### src/rtl/pdx_pkg.sv
package pdx_pkg;

  localparam logic [1:0]  SZ_DWORD   = 2'd3;
  localparam logic [63:0] SPAN_BITS  = 64'h0000_0000_7FF0_0000;
  localparam logic [63:0] LOW_OFFSET = 64'h0000_0000_000F_FFFF;
  localparam logic [63:0] PTE_SLICE  = 64'h0000_0000_000F_E000;
  localparam logic [63:0] PAGE_OFS   = 64'h0000_0000_0000_0FFF;

  typedef enum logic [1:0] {
    WALK_IDLE = 2'd0,
    WALK_REQ  = 2'd1,
    WALK_WAIT = 2'd2
  } walk_state_t;

  function automatic logic [63:0] span_of(input logic [63:0] size_mask);
    return size_mask & SPAN_BITS;
  endfunction

  function automatic logic [63:0] cmp_mask(input logic [63:0] size_mask);
    return ~size_mask & SPAN_BITS;
  endfunction

  function automatic logic win_match(input logic [63:0] bus,
                                     input logic [63:0] base,
                                     input logic [63:0] size_mask);
    return ((bus ^ base) & cmp_mask(size_mask)) == 64'd0;
  endfunction

  function automatic logic [63:0] direct_map(input logic [63:0] tgt,
                                             input logic [63:0] size_mask,
                                             input logic [63:0] bus);
    logic [63:0] ofs;
    ofs = span_of(size_mask) | LOW_OFFSET;
    return (tgt & ~ofs) | (bus & ofs);
  endfunction

  function automatic logic [63:0] pte_addr(input logic [63:0] tgt,
                                           input logic [63:0] size_mask,
                                           input logic [63:0] bus);
    logic [63:0] keep;
    logic [63:0] pick;
    keep = ~((span_of(size_mask) >> 10) | 64'h3FF);
    pick = span_of(size_mask) | PTE_SLICE;
    return (tgt & keep) | ((bus & pick) >> 10);
  endfunction

  function automatic logic [63:0] pte_map(input logic [63:0] pte,
                                          input logic [63:0] bus);
    return ((pte & ~64'd1) << 12) | (bus & PAGE_OFS);
  endfunction

endpackage

### src/rtl/pdx_regs.sv
module pdx_regs
  import pdx_pkg::*;
#(
  parameter int NUM_WIN = 4,
  parameter int CSR_AW  = 10
) (
  input  logic              clk,
  input  logic              rst_n,
  input  logic              csr_req,
  input  logic              csr_we,
  input  logic [1:0]        csr_size,
  input  logic [CSR_AW-1:0] csr_addr,
  input  logic [63:0]       csr_wdata,
  output logic              csr_ack,
  output logic              csr_err,
  output logic [63:0]       csr_rdata,
  output logic [63:0]       win_base [NUM_WIN],
  output logic [63:0]       win_mask [NUM_WIN],
  output logic [63:0]       win_tgt  [NUM_WIN]
);

  localparam int MASK_OFS  = NUM_WIN;
  localparam int TGT_OFS   = 2 * NUM_WIN;
  localparam int CTRL_IDX  = 3 * NUM_WIN;
  localparam int INVAL_IDX = CTRL_IDX + 1;

  logic [31:0] idx;
  logic        aligned;
  logic        size_ok;
  logic        known;
  logic        legal;
  logic        wr_ok;
  logic [63:0] rd_mux;

  logic [63:0] base_q [NUM_WIN];
  logic [63:0] mask_q [NUM_WIN];
  logic [63:0] tgt_q  [NUM_WIN];

  assign idx     = 32'(csr_addr[CSR_AW-1:6]);
  assign aligned = (csr_addr[5:0] == 6'd0);
  assign size_ok = (csr_size == SZ_DWORD);
  assign known   = (idx <= 32'(INVAL_IDX));
  assign legal   = aligned && size_ok && known;
  assign wr_ok   = csr_req && csr_we && legal;

  genvar gi;
  generate
    for (gi = 0; gi < NUM_WIN; gi++) begin : g_win
      always_ff @(posedge clk) begin
        if (!rst_n) begin
          base_q[gi] <= '0;
          mask_q[gi] <= '0;
          tgt_q[gi]  <= '0;
        end else if (wr_ok) begin
          if (idx == 32'(gi))            base_q[gi] <= csr_wdata;
          if (idx == 32'(MASK_OFS + gi)) mask_q[gi] <= csr_wdata;
          if (idx == 32'(TGT_OFS + gi))  tgt_q[gi]  <= csr_wdata;
        end
      end
      assign win_base[gi] = base_q[gi];
      assign win_mask[gi] = mask_q[gi];
      assign win_tgt[gi]  = tgt_q[gi];
    end
  endgenerate

  // control and invalidate-all indices fall through to zero
  always_comb begin
    rd_mux = '0;
    for (int i = 0; i < NUM_WIN; i++) begin
      if (idx == 32'(i))            rd_mux = base_q[i];
      if (idx == 32'(MASK_OFS + i)) rd_mux = mask_q[i];
      if (idx == 32'(TGT_OFS + i))  rd_mux = tgt_q[i];
    end
  end

  always_ff @(posedge clk) begin
    if (!rst_n) begin
      csr_ack   <= 1'b0;
      csr_err   <= 1'b0;
      csr_rdata <= '0;
    end else begin
      csr_ack   <= csr_req;
      csr_err   <= csr_req && !legal;
      csr_rdata <= (csr_req && legal && !csr_we) ? rd_mux : '0;
    end
  end

endmodule

### src/rtl/pdx_window_sel.sv
module pdx_window_sel
  import pdx_pkg::*;
#(
  parameter int NUM_WIN = 4,
  parameter int BUS_AW  = 32,
  parameter int DMA_AW  = 34
) (
  input  logic [BUS_AW-1:0] bus_addr,
  input  logic [63:0]       win_base [NUM_WIN],
  input  logic [63:0]       win_mask [NUM_WIN],
  input  logic [63:0]       win_tgt  [NUM_WIN],
  output logic              sel_hit,
  output logic              sel_sg,
  output logic [DMA_AW-1:0] sel_direct,
  output logic [63:0]       sel_entry
);

  localparam int IW = (NUM_WIN > 1) ? $clog2(NUM_WIN) : 1;

  logic [63:0]        bus64;
  logic [NUM_WIN-1:0] qual;
  logic [IW-1:0]      pick;

  assign bus64 = 64'(bus_addr);

  genvar gi;
  generate
    for (gi = 0; gi < NUM_WIN; gi++) begin : g_cmp
      assign qual[gi] = win_match(bus64, win_base[gi], win_mask[gi]) && win_base[gi][0];
    end
  endgenerate

  always_comb begin
    sel_hit = 1'b0;
    pick    = '0;
    for (int i = 0; i < NUM_WIN; i++) begin
      if (qual[i] && !sel_hit) begin
        sel_hit = 1'b1;
        pick    = IW'(i);
      end
    end
  end

  assign sel_sg     = win_base[pick][1];
  assign sel_direct = DMA_AW'(direct_map(win_tgt[pick], win_mask[pick], bus64));
  assign sel_entry  = pte_addr(win_tgt[pick], win_mask[pick], bus64);

endmodule

### src/rtl/pdx_walk.sv
module pdx_walk
  import pdx_pkg::*;
#(
  parameter int BUS_AW = 32,
  parameter int DMA_AW = 34
) (
  input  logic              clk,
  input  logic              rst_n,
  input  logic              accept_ev,
  input  logic [BUS_AW-1:0] xl_bus_addr,
  output logic              xl_ready,
  input  logic              sel_hit,
  input  logic              sel_sg,
  input  logic [DMA_AW-1:0] sel_direct,
  input  logic [63:0]       sel_entry,
  output logic              mem_rd_valid,
  input  logic              mem_rd_ready,
  output logic [63:0]       mem_rd_addr,
  input  logic              mem_rsp_valid,
  input  logic [63:0]       mem_rsp_data,
  output logic              fetch_done_ev,
  output logic              rsp_valid,
  output logic              rsp_hit,
  output logic [DMA_AW-1:0] rsp_addr
);

  walk_state_t       state;
  logic [BUS_AW-1:0] bus_q;
  logic [63:0]       ent_q;
  logic              start_walk;

  assign xl_ready      = (state == WALK_IDLE);
  assign mem_rd_valid  = (state == WALK_REQ);
  assign mem_rd_addr   = ent_q;
  assign fetch_done_ev = (state == WALK_WAIT) && mem_rsp_valid;
  assign start_walk    = accept_ev && sel_hit && sel_sg;

  always_ff @(posedge clk) begin
    if (!rst_n) begin
      state     <= WALK_IDLE;
      bus_q     <= '0;
      ent_q     <= '0;
      rsp_valid <= 1'b0;
      rsp_hit   <= 1'b0;
      rsp_addr  <= '0;
    end else begin
      rsp_valid <= 1'b0;
      unique case (state)
        WALK_IDLE: begin
          if (start_walk) begin
            state <= WALK_REQ;
            bus_q <= xl_bus_addr;
            ent_q <= sel_entry;
          end else if (accept_ev) begin
            rsp_valid <= 1'b1;
            rsp_hit   <= sel_hit;
            rsp_addr  <= sel_hit ? sel_direct : '0;
          end
        end
        WALK_REQ: begin
          if (mem_rd_ready) state <= WALK_WAIT;
        end
        WALK_WAIT: begin
          if (fetch_done_ev) begin
            state     <= WALK_IDLE;
            rsp_valid <= 1'b1;
            rsp_hit   <= 1'b1;
            rsp_addr  <= DMA_AW'(pte_map(mem_rsp_data, 64'(bus_q)));
          end
        end
        default: state <= WALK_IDLE;
      endcase
    end
  end

endmodule

### src/rtl/pci_window_xlate.sv
module pci_window_xlate
  import pdx_pkg::*;
#(
  parameter int NUM_WIN = 4,
  parameter int BUS_AW  = 32,
  parameter int DMA_AW  = 34,
  parameter int CSR_AW  = 10
) (
  input  logic              clk,
  input  logic              rst_n,
  input  logic              csr_req,
  input  logic              csr_we,
  input  logic [1:0]        csr_size,
  input  logic [CSR_AW-1:0] csr_addr,
  input  logic [63:0]       csr_wdata,
  output logic              csr_ack,
  output logic              csr_err,
  output logic [63:0]       csr_rdata,
  input  logic              xl_valid,
  output logic              xl_ready,
  input  logic [BUS_AW-1:0] xl_bus_addr,
  output logic              rsp_valid,
  output logic              rsp_hit,
  output logic [DMA_AW-1:0] rsp_addr,
  output logic              mem_rd_valid,
  input  logic              mem_rd_ready,
  output logic [63:0]       mem_rd_addr,
  input  logic              mem_rsp_valid,
  input  logic [63:0]       mem_rsp_data
);

  logic [63:0]       win_base [NUM_WIN];
  logic [63:0]       win_mask [NUM_WIN];
  logic [63:0]       win_tgt  [NUM_WIN];
  logic              sel_hit;
  logic              sel_sg;
  logic [DMA_AW-1:0] sel_direct;
  logic [63:0]       sel_entry;
  logic              accept_ev;
  logic              fetch_done_ev;

  assign accept_ev = xl_valid && xl_ready;

  pdx_regs #(.NUM_WIN(NUM_WIN), .CSR_AW(CSR_AW)) regs_i (
    .clk       (clk),
    .rst_n     (rst_n),
    .csr_req   (csr_req),
    .csr_we    (csr_we),
    .csr_size  (csr_size),
    .csr_addr  (csr_addr),
    .csr_wdata (csr_wdata),
    .csr_ack   (csr_ack),
    .csr_err   (csr_err),
    .csr_rdata (csr_rdata),
    .win_base  (win_base),
    .win_mask  (win_mask),
    .win_tgt   (win_tgt)
  );

  pdx_window_sel #(.NUM_WIN(NUM_WIN), .BUS_AW(BUS_AW), .DMA_AW(DMA_AW)) sel_i (
    .bus_addr   (xl_bus_addr),
    .win_base   (win_base),
    .win_mask   (win_mask),
    .win_tgt    (win_tgt),
    .sel_hit    (sel_hit),
    .sel_sg     (sel_sg),
    .sel_direct (sel_direct),
    .sel_entry  (sel_entry)
  );

  pdx_walk #(.BUS_AW(BUS_AW), .DMA_AW(DMA_AW)) walk_i (
    .clk           (clk),
    .rst_n         (rst_n),
    .accept_ev     (accept_ev),
    .xl_bus_addr   (xl_bus_addr),
    .xl_ready      (xl_ready),
    .sel_hit       (sel_hit),
    .sel_sg        (sel_sg),
    .sel_direct    (sel_direct),
    .sel_entry     (sel_entry),
    .mem_rd_valid  (mem_rd_valid),
    .mem_rd_ready  (mem_rd_ready),
    .mem_rd_addr   (mem_rd_addr),
    .mem_rsp_valid (mem_rsp_valid),
    .mem_rsp_data  (mem_rsp_data),
    .fetch_done_ev (fetch_done_ev),
    .rsp_valid     (rsp_valid),
    .rsp_hit       (rsp_hit),
    .rsp_addr      (rsp_addr)
  );

endmodule

### config.mk
export PLATFORM = sky130hd
export DESIGN_NAME = pci_window_xlate
export DESIGN_NICKNAME = d
export VERILOG_FILES = /design/src/rtl/pdx_pkg.sv /design/src/rtl/pdx_regs.sv /design/src/rtl/pdx_window_sel.sv /design/src/rtl/pdx_walk.sv /design/src/rtl/pci_window_xlate.sv
export SDC_FILE = /design/constraint.sdc
export NUM_CORES = 1
export LEC_CHECK = 0
export BUFFER_PORTS_ARGS = -buffer_cell sky130_fd_sc_hd__buf_4
export CORE_MARGIN = 4
export CORE_UTILIZATION = 50
export DETAILED_ROUTE_END_ITERATION = 6
export HOLD_SLACK_MARGIN = 0.1
export PLACE_DENSITY = 0.81
export SLEW_MARGIN = 30
export SYNTH_ARGS = -nofsm -noshare
export SYNTH_HDL_FRONTEND = slang
export SYNTH_SLANG_ARGS = --single-unit
### constraint.sdc
create_clock -name clk -period 7.1 [get_ports clk]
set_input_delay 1.065 -clock clk [delete_from_list [all_inputs] [get_ports clk]]
set_output_delay 1.065 -clock clk [all_outputs]
set_load 0.005 [all_outputs]
==> impl_metrics.tcl <==
set metrics [dict create \
    status "finished with violations" \
    violations "design-rule violations" \
    first_pass_iters 7 \
    path_class "in -> reg" \
    crit_path_max_fanout 37 \
    die_x_microns 297.2 \
    power_mw 12.33 \
    routedWlPerCell_microns 30.27 \
    synth.area.top_cells "edfxtp_1 55%, and2_1 12%, dfxtp_1 8.5%" \
    worst_pin_slew_ps 1101 \
    slew-limit-headroom_pct 26.63 \
    post_cts_resized 0 \
    core_sq_um 82500 \
    drtAntennaViolNets 0 \
    synthCells 3424 \
    synth_common_cells "773 x and2_1, 768 x edfxtp_1, 278 x clkbuf_1" \
    grt_max_degree 87 \
    cts_buffer_depth 3 \
    fmax_ghz 0.2366 \
    grt_pass1_wl_microns 205900 \
    dp_hpwl_microns 81430 \
    finalHoldViolCount 0 \
    rows 105 \
    syn_to_final_growth_pct 15.66 \
    placed_cell_area_sq_um 45040 \
    cp.arrival_ps 4760 \
    clkSlewWorstSetupHoldPaths_ps 60 \
    synth_warnings 0 \
    initial_core_util_pct 50.69 \
    final.min_clock_period_ps 4226 \
    track_usage_pct 31.23 \
    dieArea_sq_um 88330 \
    insertion_delay_ps 680 \
    syn_area_sq_um 41820 \
    required_ps 7630 \
    drv_cap 0 \
    end_kind "register" \
    final_layout_size_suffix_gt1_share_pct 17.77 \
    avgViaCountPerCell 6.710 \
    htree_levels 3 \
    wl_met3_microns 22770 \
    cts_root_buf "clkbuf_16" \
    routed_wl_microns 143200 \
    synth_top_area_share_pct 55.14 \
    overflow 0 \
    numClockSinks 945 \
    ys.flop_type "edfxtp_1" \
    remaining_drc_errors 13 \
    post-cts-setup-buffer-count 0 \
    p_leak_nw 17.26 \
    yosys.area.top_type "edfxtp_1" \
    start_kind "input port" \
    grt_pass1_vias 31394 \
    ys_ff_latch 945 \
    setup-violations-final 0 \
    wl_met2_microns 63910 \
    slew_viol_final 0 \
    rsz0062_at_grt "false" \
    finClkSkew_ps 35.41 \
    syn_area_per_cell_sq_um 12.21 \
    antenna_found_initial 9 \
    peakVddDrop_mv 0.2140 \
    die_y_microns 297.2 \
    cts_buffers 96 \
    io_buffers 299 \
    drt_iter0_markers 5618 \
    yosysMostFrequentCell "and2_1" \
    synth_cell_types 62 \
    gp_congestion 0.9181 \
    final_nets 3749 \
    seq_area_frac_synth_pct 63.62 \
    async_reset_ff_share_pct 0 \
    cts_hold_buffers 0 \
    fin_crit_sh_pct 59.53 \
    min_path_type "reg -> reg" \
    final_area_sq_um 48370 \
    routed-via-count 31736 \
    wl_met1_microns 47890 \
    synth_edf_count 768 \
    io_pins 347 \
    cts_tree "done" \
    post-route-util_pct 58.63 \
    highest_layer "met5" \
    p_per_area_nw_per_um2 254.8 \
]
## where the power goes
group | switching, mW | leakage [nW] | internal, mW
registers | 0.124 | 8.72 | 6.22
logic | 0.583 | 6.98 | 0.283
clock network | 2.17 | 1.56 | 2.94
## critical path: stages
cell and delay [ps]:
buf_4 160, xnor2_1 450, o22ai_1 160, nor2_1 340, nand2_2 450, a31oi_4 400
buf_4 590, a2bb2oi_1 730, mux2i_1 300, o2bb2ai_1 90
## layout make-up
class	count	area, sq um
inverters	18	67.56
clock buffers	142	2819
clock inverters	39	374.1
repair buffers	379	2987
multi-input cells	2130	14160
well taps	1070	1339
fillers	6337	34140
flip-flops and latches	945	26610
diodes	7	17.52
## sequential cells by signal, summed over array words and instances, names as in the netlist
register            count
regs_i.mask_q         256
regs_i.csr_ack          1
walk_i.state            2
walk_i.rsp_valid        1
regs_i.csr_rdata       64
regs_i.csr_err          1
regs_i.base_q         256
walk_i.rsp_hit          1
walk_i.bus_q           12
walk_i.mem_rd_addr     61
regs_i.tgt_q          256
walk_i.rsp_addr        34
## layer usage
metal / up-vias / GRT usage (%)
met5: - / 0
met4: 6 / 16.40
met3: 603 / 10.16
met2: 2993 / 48.86
met1: 15177 / 38.86
li1: 12957 / -
## through the flow
stage / setup TNS, ps / hold WS, ps / cells / setup WS [ps]
after floorplan: -17380 / 435.5 / 3426 / -54.31
after global placement: 0 / 440.5 / 4537 / 2485
after detailed placement: 0 / 445.4 / 4538 / 2400
after CTS: 0 / 454.3 / 4719 / 3073
after global routing: 0 / 474.5 / 4727 / 2828
final: 0 / 455.7 / 4730 / 2874
## cells by family (layout without fill, tap and decap cells)
kind of cell / count (synthesis) / count (layout) / synth area share (%)
AND/OR/NAND/NOR: 1170 / 1170 / 15.89
flip-flops: 945 / 945 / 63.62
multiplexers: 63 / 63 / 1.583
buffers and inverters: 351 / 578 / 3.470
other: 1 / 10 / 0.008967
XOR/XNOR: 44 / 44 / 0.9215
AO/OA/AOI/OAI: 850 / 850 / 14.51
## placed cells by master (no fill, tap or decap), drive strengths merged, types with 4 or more instances in the layout
cell and count:
o21ai 166, a2bb2oi 20, a22o 23, buf 379, o21a 4, and2 773
o2bb2ai 14, a21boi 29, o22ai 32, mux2i 38, bufinv 5, nand2 181
nor3 8, mux2 25, dfxtp 177, nor4 11, o221a 32, edfxtp 768
inv 22, nor2 65, o211ai 11, a31oi 44, o211a 19, a22oi 161
o221ai 69, a222oi 16, or3 9, nand3 79, clkbuf 142, a221oi 54
a211o 8, a21oi 141, diode 7, nand4 29, clkinv 28, xnor2 44
nor2b 8
## worst paths after layout
| path | from | endpoint | slack, ps | cells past startpoint |
|---|---|---|---|---|
| max reg2reg | regs_i.base_q[2][28] | walk_i.mem_rd_addr[44] | 3000 | 9 |
| min | walk_i.bus_q[6] | walk_i.bus_q[6] | 460 | 2 |
| max | xl_bus_addr[22] | walk_i.rsp_addr[26] | 2870 | 10 |
| min reg2reg | walk_i.bus_q[6] | walk_i.bus_q[6] | 460 | 2 |
No activity file was read; power rests on OpenSTA's default activity.
